$ cat src/rtl/pds_pkg.sv
package pds_pkg;
  localparam int CTRL_W   = 7;
  localparam int B_RSTN   = 0;
  localparam int B_ISO    = 1;
  localparam int B_ON     = 2;
  localparam int B_ON2    = 3;
  localparam int B_CKOFF  = 4;
  localparam int B_SCKISO = 5;
  localparam int B_SISON  = 6;
  localparam logic [CTRL_W-1:0] CTRL_RST = 7'h4D;

  typedef enum logic [3:0] {
    ST_NONE, ST_ISO, ST_CKISO, ST_SISO, ST_PDN,
    ST_RST, ST_CLK, ST_ON, ST_ON2
  } step_e;

  typedef enum logic [3:0] {
    S_IDLE, S_KEY, S_ISO, S_CKISO, S_SISO, S_PDN, S_WACK,
    S_RST, S_CLK, S_ON, S_ON2, S_WSTA, S_DONE
  } seq_e;
endpackage

$ cat src/rtl/pds_dom_ctrl.sv
module pds_dom_ctrl
  import pds_pkg::*;
(
  input  logic              clk_i,
  input  logic              rst_ni,
  input  logic              apply_i,
  input  step_e             step_i,
  output logic [CTRL_W-1:0] ctrl_o,
  output logic              pdn_o
);
  logic [CTRL_W-1:0] ctrl_q;
  logic              pdn_q;

  always_ff @(posedge clk_i or negedge rst_ni) begin
    if (!rst_ni) begin
      ctrl_q <= CTRL_RST;
      pdn_q  <= 1'b0;
    end else if (apply_i) begin
      case (step_i)
        ST_ISO:   ctrl_q[B_ISO]    <= 1'b1;
        ST_CKISO: ctrl_q[B_SCKISO] <= 1'b1;
        ST_SISO:  ctrl_q[B_SISON]  <= 1'b0;
        ST_PDN:   pdn_q            <= 1'b1;
        ST_RST:   ctrl_q[B_RSTN]   <= 1'b0;
        ST_CLK:   ctrl_q[B_CKOFF]  <= 1'b1;
        ST_ON:    ctrl_q[B_ON]     <= 1'b0;
        ST_ON2:   ctrl_q[B_ON2]    <= 1'b0;
        default:  ;
      endcase
    end
  end

  assign ctrl_o = ctrl_q;
  assign pdn_o  = pdn_q;

  // one bit changes per cycle at most
  a_r3_one_bit: assert property (@(posedge clk_i) disable iff (!rst_ni)
    $countones(ctrl_q ^ $past(ctrl_q)) <= 1);
  // reset is removed only once the SRAM is isolated and requested down
  a_r5_rst_after_pdn: assert property (@(posedge clk_i) disable iff (!rst_ni)
    $fell(ctrl_q[B_RSTN]) |-> (pdn_q && !ctrl_q[B_SISON] && ctrl_q[B_ISO]));
endmodule

$ cat src/rtl/pds_sta_sel.sv
module pds_sta_sel #(
  parameter int NUM_DOM   = 3,
  parameter int STAT_W    = 16,
  parameter int STAT_BASE = 10,
  localparam int CUR_W    = (NUM_DOM > 1) ? $clog2(NUM_DOM) : 1
) (
  input  logic [CUR_W-1:0]   cur_i,
  input  logic [NUM_DOM-1:0] sram_ack_i,
  input  logic [STAT_W-1:0]  pwr_sta_i,
  input  logic [STAT_W-1:0]  pwr_sta2_i,
  output logic               ack_o,
  output logic               sta_low_o
);
  logic [NUM_DOM-1:0] low_vec;
  logic               unused_sta;

  for (genvar d = 0; d < NUM_DOM; d++) begin : g_low
    assign low_vec[d] = !pwr_sta_i[STAT_BASE+d] && !pwr_sta2_i[STAT_BASE+d];
  end

  assign ack_o      = sram_ack_i[cur_i];
  assign sta_low_o  = low_vec[cur_i];
  assign unused_sta = ^{pwr_sta_i, pwr_sta2_i};
endmodule

$ cat src/rtl/pds_seq_fsm.sv
module pds_seq_fsm
  import pds_pkg::*;
#(
  parameter int NUM_DOM = 3,
  localparam int IDX_W  = $clog2(NUM_DOM + 1),
  localparam int CUR_W  = (NUM_DOM > 1) ? $clog2(NUM_DOM) : 1
) (
  input  logic             clk_i,
  input  logic             rst_ni,
  input  logic             start_all_i,
  input  logic             start_one_i,
  input  logic [IDX_W-1:0] dom_idx_i,
  input  logic             ack_i,
  input  logic             sta_low_i,
  output logic [CUR_W-1:0] cur_o,
  output step_e            step_o,
  output logic             key_wr_o,
  output logic             busy_o,
  output logic             done_o
);
  seq_e             state_q, state_d;
  logic [CUR_W-1:0] cur_q, cur_d, last_q, last_d;
  logic             one_ok;

  assign one_ok = start_one_i && (dom_idx_i != '0) &&
                  (int'(dom_idx_i) <= NUM_DOM);

  always_comb begin
    state_d = state_q;
    cur_d   = cur_q;
    last_d  = last_q;
    unique case (state_q)
      S_IDLE: begin
        if (start_all_i) begin
          state_d = S_KEY;
          cur_d   = '0;
          last_d  = CUR_W'(NUM_DOM - 1);
        end else if (one_ok) begin
          state_d = S_KEY;
          cur_d   = CUR_W'(dom_idx_i - IDX_W'(1));
          last_d  = CUR_W'(dom_idx_i - IDX_W'(1));
        end
      end
      S_KEY:   state_d = S_ISO;
      S_ISO:   state_d = S_CKISO;
      S_CKISO: state_d = S_SISO;
      S_SISO:  state_d = S_PDN;
      S_PDN:   state_d = S_WACK;
      S_WACK:  if (ack_i) state_d = S_RST;
      S_RST:   state_d = S_CLK;
      S_CLK:   state_d = S_ON;
      S_ON:    state_d = S_ON2;
      S_ON2:   state_d = S_WSTA;
      S_WSTA: begin
        if (sta_low_i) begin
          if (cur_q == last_q) state_d = S_DONE;
          else begin
            state_d = S_ISO;
            cur_d   = cur_q + CUR_W'(1);
          end
        end
      end
      S_DONE:  state_d = S_IDLE;
      default: state_d = S_IDLE;
    endcase
  end

  always_ff @(posedge clk_i or negedge rst_ni) begin
    if (!rst_ni) begin
      state_q <= S_IDLE;
      cur_q   <= '0;
      last_q  <= '0;
    end else begin
      state_q <= state_d;
      cur_q   <= cur_d;
      last_q  <= last_d;
    end
  end

  always_comb begin
    unique case (state_q)
      S_ISO:   step_o = ST_ISO;
      S_CKISO: step_o = ST_CKISO;
      S_SISO:  step_o = ST_SISO;
      S_PDN:   step_o = ST_PDN;
      S_RST:   step_o = ST_RST;
      S_CLK:   step_o = ST_CLK;
      S_ON:    step_o = ST_ON;
      S_ON2:   step_o = ST_ON2;
      default: step_o = ST_NONE;
    endcase
  end

  assign cur_o    = cur_q;
  assign key_wr_o = (state_q == S_KEY);
  assign busy_o   = (state_q != S_IDLE);
  assign done_o   = (state_q == S_DONE);

  a_r4_hold_ack: assert property (@(posedge clk_i) disable iff (!rst_ni)
    (state_q == S_WACK && !ack_i) |=> (state_q == S_WACK));
  a_r6_hold_sta: assert property (@(posedge clk_i) disable iff (!rst_ni)
    (state_q == S_WSTA && !sta_low_i) |=> (state_q == S_WSTA && $stable(cur_q)));
  a_r8_done_pulse: assert property (@(posedge clk_i) disable iff (!rst_ni)
    done_o |=> !done_o);
  a_r2_key_once: assert property (@(posedge clk_i) disable iff (!rst_ni)
    key_wr_o |=> (!key_wr_o && state_q == S_ISO));
  a_r9_busy_ignore: assert property (@(posedge clk_i) disable iff (!rst_ni)
    (busy_o && (start_all_i || start_one_i)) |=> (state_q != S_KEY));
  a_r7_in_order: assert property (@(posedge clk_i) disable iff (!rst_ni)
    (busy_o && state_q != S_KEY && $changed(cur_q)) |-> (cur_q == $past(cur_q) + CUR_W'(1)));
endmodule

$ cat src/rtl/pds_shutdown_seq.sv
module pds_shutdown_seq
  import pds_pkg::*;
#(
  parameter int          NUM_DOM   = 3,
  parameter int          STAT_W    = 16,
  parameter int          STAT_BASE = 10,
  parameter logic [15:0] PROJ_KEY  = 16'h0B16,
  localparam int         IDX_W     = $clog2(NUM_DOM + 1),
  localparam int         CUR_W     = (NUM_DOM > 1) ? $clog2(NUM_DOM) : 1
) (
  input  logic                      clk_i,
  input  logic                      rst_ni,
  input  logic                      start_all_i,
  input  logic                      start_one_i,
  input  logic [IDX_W-1:0]          dom_idx_i,
  input  logic [NUM_DOM-1:0]        sram_ack_i,
  input  logic [STAT_W-1:0]         pwr_sta_i,
  input  logic [STAT_W-1:0]         pwr_sta2_i,
  output logic [NUM_DOM*CTRL_W-1:0] pwr_ctrl_o,
  output logic [NUM_DOM-1:0]        sram_pdn_o,
  output logic                      ctl_en_wr_o,
  output logic [31:0]               ctl_en_word_o,
  output logic                      busy_o,
  output logic                      done_o
);
  logic [CUR_W-1:0] cur;
  step_e            step;
  logic             ack_cur, sta_low;

  pds_seq_fsm #(.NUM_DOM(NUM_DOM)) u_fsm (
    .clk_i, .rst_ni, .start_all_i, .start_one_i, .dom_idx_i,
    .ack_i(ack_cur), .sta_low_i(sta_low), .cur_o(cur), .step_o(step),
    .key_wr_o(ctl_en_wr_o), .busy_o, .done_o
  );

  pds_sta_sel #(.NUM_DOM(NUM_DOM), .STAT_W(STAT_W), .STAT_BASE(STAT_BASE)) u_sel (
    .cur_i(cur), .sram_ack_i, .pwr_sta_i, .pwr_sta2_i,
    .ack_o(ack_cur), .sta_low_o(sta_low)
  );

  for (genvar d = 0; d < NUM_DOM; d++) begin : g_dom
    pds_dom_ctrl u_dom (
      .clk_i, .rst_ni,
      .apply_i(int'(cur) == d),
      .step_i (step),
      .ctrl_o (pwr_ctrl_o[d*CTRL_W +: CTRL_W]),
      .pdn_o  (sram_pdn_o[d])
    );
  end

  assign ctl_en_word_o = {PROJ_KEY, 15'b0, 1'b1};

  a_r1_reset_idle: assert property (@(posedge clk_i)
    !rst_ni |=> (!rst_ni || (!busy_o && !done_o)));
endmodule

$ cat config.mk
export PLATFORM = sky130hd
export DESIGN_NAME = pds_shutdown_seq
export DESIGN_NICKNAME = d
export VERILOG_FILES = /design/src/rtl/pds_pkg.sv /design/src/rtl/pds_dom_ctrl.sv /design/src/rtl/pds_sta_sel.sv /design/src/rtl/pds_seq_fsm.sv /design/src/rtl/pds_shutdown_seq.sv
export SDC_FILE = /design/constraint.sdc
export NUM_CORES = 1
export LEC_CHECK = 0
export BUFFER_PORTS_ARGS = -buffer_cell sky130_fd_sc_hd__clkbuf_2
export CORE_ASPECT_RATIO = 1.2
export CORE_UTILIZATION = 45
export DETAILED_ROUTE_END_ITERATION = 8
export PLACE_DENSITY = 0.79
export SLEW_MARGIN = 20
export SYNTH_ARGS = -nofsm -noshare
export SYNTH_HDL_FRONTEND = slang
export SYNTH_HIERARCHICAL = 1
export SYNTH_SLANG_ARGS = --single-unit
$ cat constraint.sdc
create_clock -name clk_i -period 5.2 [get_ports clk_i]
set_clock_uncertainty 0.15 [all_clocks]
set_input_delay 0.52 -clock clk_i [delete_from_list [all_inputs] [get_ports clk_i]]
set_output_delay 0.52 -clock clk_i [all_outputs]
set_load 0.005 [all_outputs]
==> results_dict.tcl <==
set metrics [dict create \
    status "finished, final reports clean" \
    final_area_mm2 0.00221 \
    r2r-end "g_dom[1].u_dom/ctrl_o[0]" \
    cts_setup_buffers 0 \
    fill_cells 409 \
    yosysTopAreaCellShare_pct 25.3 \
    rows 26 \
    clk_path_buf_depth 2 \
    ys_top_cells_by_area "dfrtp_1, dfstp_2, buf_4" \
    drc 0 \
    place.gp.congestion 0.759 \
    synth_commonest_cells "buf_4, dfrtp_1, inv_1" \
    dp_cells 292 \
    p_per_area_mw_per_mm2 480 \
    stdcell_count 300 \
    syn_inst 197 \
    ios 100 \
    tightest_slew_ps 1030 \
    die_w_um 62.5 \
    ys.flop_type "dfrtp_1" \
    reg2reg_depth 4 \
    critPathMaxFanout 5 \
    synth_largest_area_cell "dfrtp_1" \
    maxCapViolCount 0 \
    tritoncts "yes" \
    holdWs_ps 149 \
    port_buffers 41 \
    maxSlewHeadroom_pct 30.7 \
    drt-pass1-iter-count 4 \
    p_leak_nw 1.09 \
    setup_ws_ps 2930 \
    worst_setup_path_start_kind "register" \
    cts_buffers 5 \
    final_util_pct 52.3 \
    syn2layout_area_growth_pct 12.0 \
    reg2reg_slack_ps 2950 \
    fmax_mhz 440 \
    cp.required_ps 4530 \
    pre_cts_ws_ps 2960 \
    critPathKind "reg2out" \
    synthArstFlopShare_pct 100 \
    ys_seq_area_share_pct 41.3 \
    fin_crit_sh_pct 43.7 \
    die_y_um 74.6 \
    slowest_delay_ps 430 \
    synth_area_mm2 0.00198 \
    viasPerCell 4.83 \
    r2r_start "u_fsm/state_q[2]" \
    cpLargestDelayFamily "flip-flops" \
    grt_use_total_pct 16.0 \
    crit_end "busy_o" \
    nets 289 \
    synth_edf_count 0 \
    final.setup.tns_ps 0 \
    diodes 0 \
    crit_chain "inv_1 -> ha_1 -> or3b_4 -> clkbuf_2" \
    synth.avg_cell_area_um2 10.0 \
    antenna_found_initial 0 \
    slew_violations 0 \
    grt_first_pass_wirelength_mm 5.78 \
    cts-htree-levels 2 \
    dieArea_mm2 0.00466 \
    start_util_pct 46.7 \
    min_period_ps 2270 \
    grt_max_degree 33 \
    holdCritPathClass "in2async" \
    crit_buf_inv 2 \
    multi_input_area_um2 951 \
    setup_viol 0 \
    yosysUniqueCellTypes 45 \
    cts.sinks 32 \
    drt_iter0_drc 37 \
    grt_overflow 0 \
    grt_pass1_vias 1301 \
    startpoint "u_fsm/state_q[1]" \
    cp_slowest_cell "dfrtp_1" \
    arrival_ps 1600 \
    timing_hold_violations_final 0 \
    rsz0062_at_grt "false" \
    seqCellArea_um2 816 \
    drive_above_1_share_pct 32.0 \
    yosys_register_bits 32 \
    cts_hold_repair.buffers 0 \
    worstSkewPairLatency_ps 280 \
    wirelength_mm 3.38 \
    ir_drop_mv 0.200 \
    post_drt_wl_per_cell_um 11.3 \
    cp_num_cells 4 \
    total_power_mw 1.06 \
    yosysMostFrequentCell "buf_4" \
    hpwl_mm 2.57 \
    placedInstanceArea_mm2 0.00213 \
    crit_path_end_kind "output port" \
    cts_resized 0 \
    ys_warn_count 6 \
    antenna_left 0 \
    clk_pin_slew_worst_paths_ps 60 \
    cts_root_buf "clkbuf_8" \
    core-area_mm2 0.00423 \
    vias 1448 \
]
==> power breakdown <==
| part | switching, mW | total [mW] | internal, mW |
|---|---|---|---|
| registers | 0.0694 | 0.386 | 0.317 |
| logic | 0.282 | 0.501 | 0.219 |
| clock network | 0.0820 | 0.176 | 0.0936 |
| total | 0.433 | 1.06 | 0.629 |
==> cell usage in the layout, fill, tap and decap left out, types with 4 or more instances in the layout <==
cell type and count:
dfstp_2 12, o21ai_0 8, nor2b_1 4, nand2_1 10, dfrtp_1 20, inv_1 17, nor4b_1 5, nor2_1 7
clkbuf_2 41, a31oi_1 4, ha_1 5, clkbuf_8 5, conb_1 32, o31a_1 6, a21oi_1 5, o31ai_1 8
a31o_1 6
==> layout make-up <==
type | count | share of cell area (%)
Inverter | 20 | 3.39
Sequential cell | 32 | 36.9
Tap cell | 56 | 3.17
Multi-Input combinational cell | 141 | 43.0
Clock inverter | 1 | 0.226
Timing Repair Buffer | 43 | 9.95
Clock buffer | 7 | 3.45
==> logic make-up after synthesis <==
group	share of synthesized area [%]
buffers and inverters	16.3
AND/OR/NAND/NOR	18.3
AO/OA/AOI/OAI	18.1
flip-flops	41.3
adder cells (fa/ha/maj)	3.16
multiplexers	1.58
other	0.380
XOR/XNOR	0.886
==> layer usage <==
| metal | wire length (um) | share of wire [%] | up-vias | global-route usage, % |
|---|---|---|---|---|
| li1 | - | - | 719 | - |
| met1 | 1430 | 42 | 672 | 17.1 |
| met2 | 1730 | 51 | 52 | 30.1 |
| met3 | 177 | 5.2 | 5 | 5.21 |
| met4 | 48 | 1.4 | 0 | 5.43 |
| met5 | 0 | 0 | - | 0 |
==> how the worst min path moves through the flow <==
stage | to | startpoint | slack (ps)
2_1_floorplan | g_dom[0].u_dom/ctrl_o[1] | rst_ni | 70
3_3_place_gp | g_dom[0].u_dom/ctrl_o[6] | g_dom[0].u_dom/ctrl_o[6] | 280
3_5_place_dp | g_dom[0].u_dom/ctrl_o[6] | g_dom[0].u_dom/ctrl_o[6] | 290
4_1_cts | u_fsm/last_q[0] | rst_ni | 180
5_1_grt | u_fsm/last_q[0] | rst_ni | 210
6_report | u_fsm/last_q[0] | rst_ni | 150
==> sequential cells by signal, indices dropped and copies added, names as in the netlist <==
name,flops
u_fsm/last_q,2
g_dom.u_dom/ctrl_o,21
u_fsm/state_q,4
g_dom.u_dom/pdn_o,3
u_fsm/cur_o,2
Note: power is estimated with default switching activity, not from simulation.
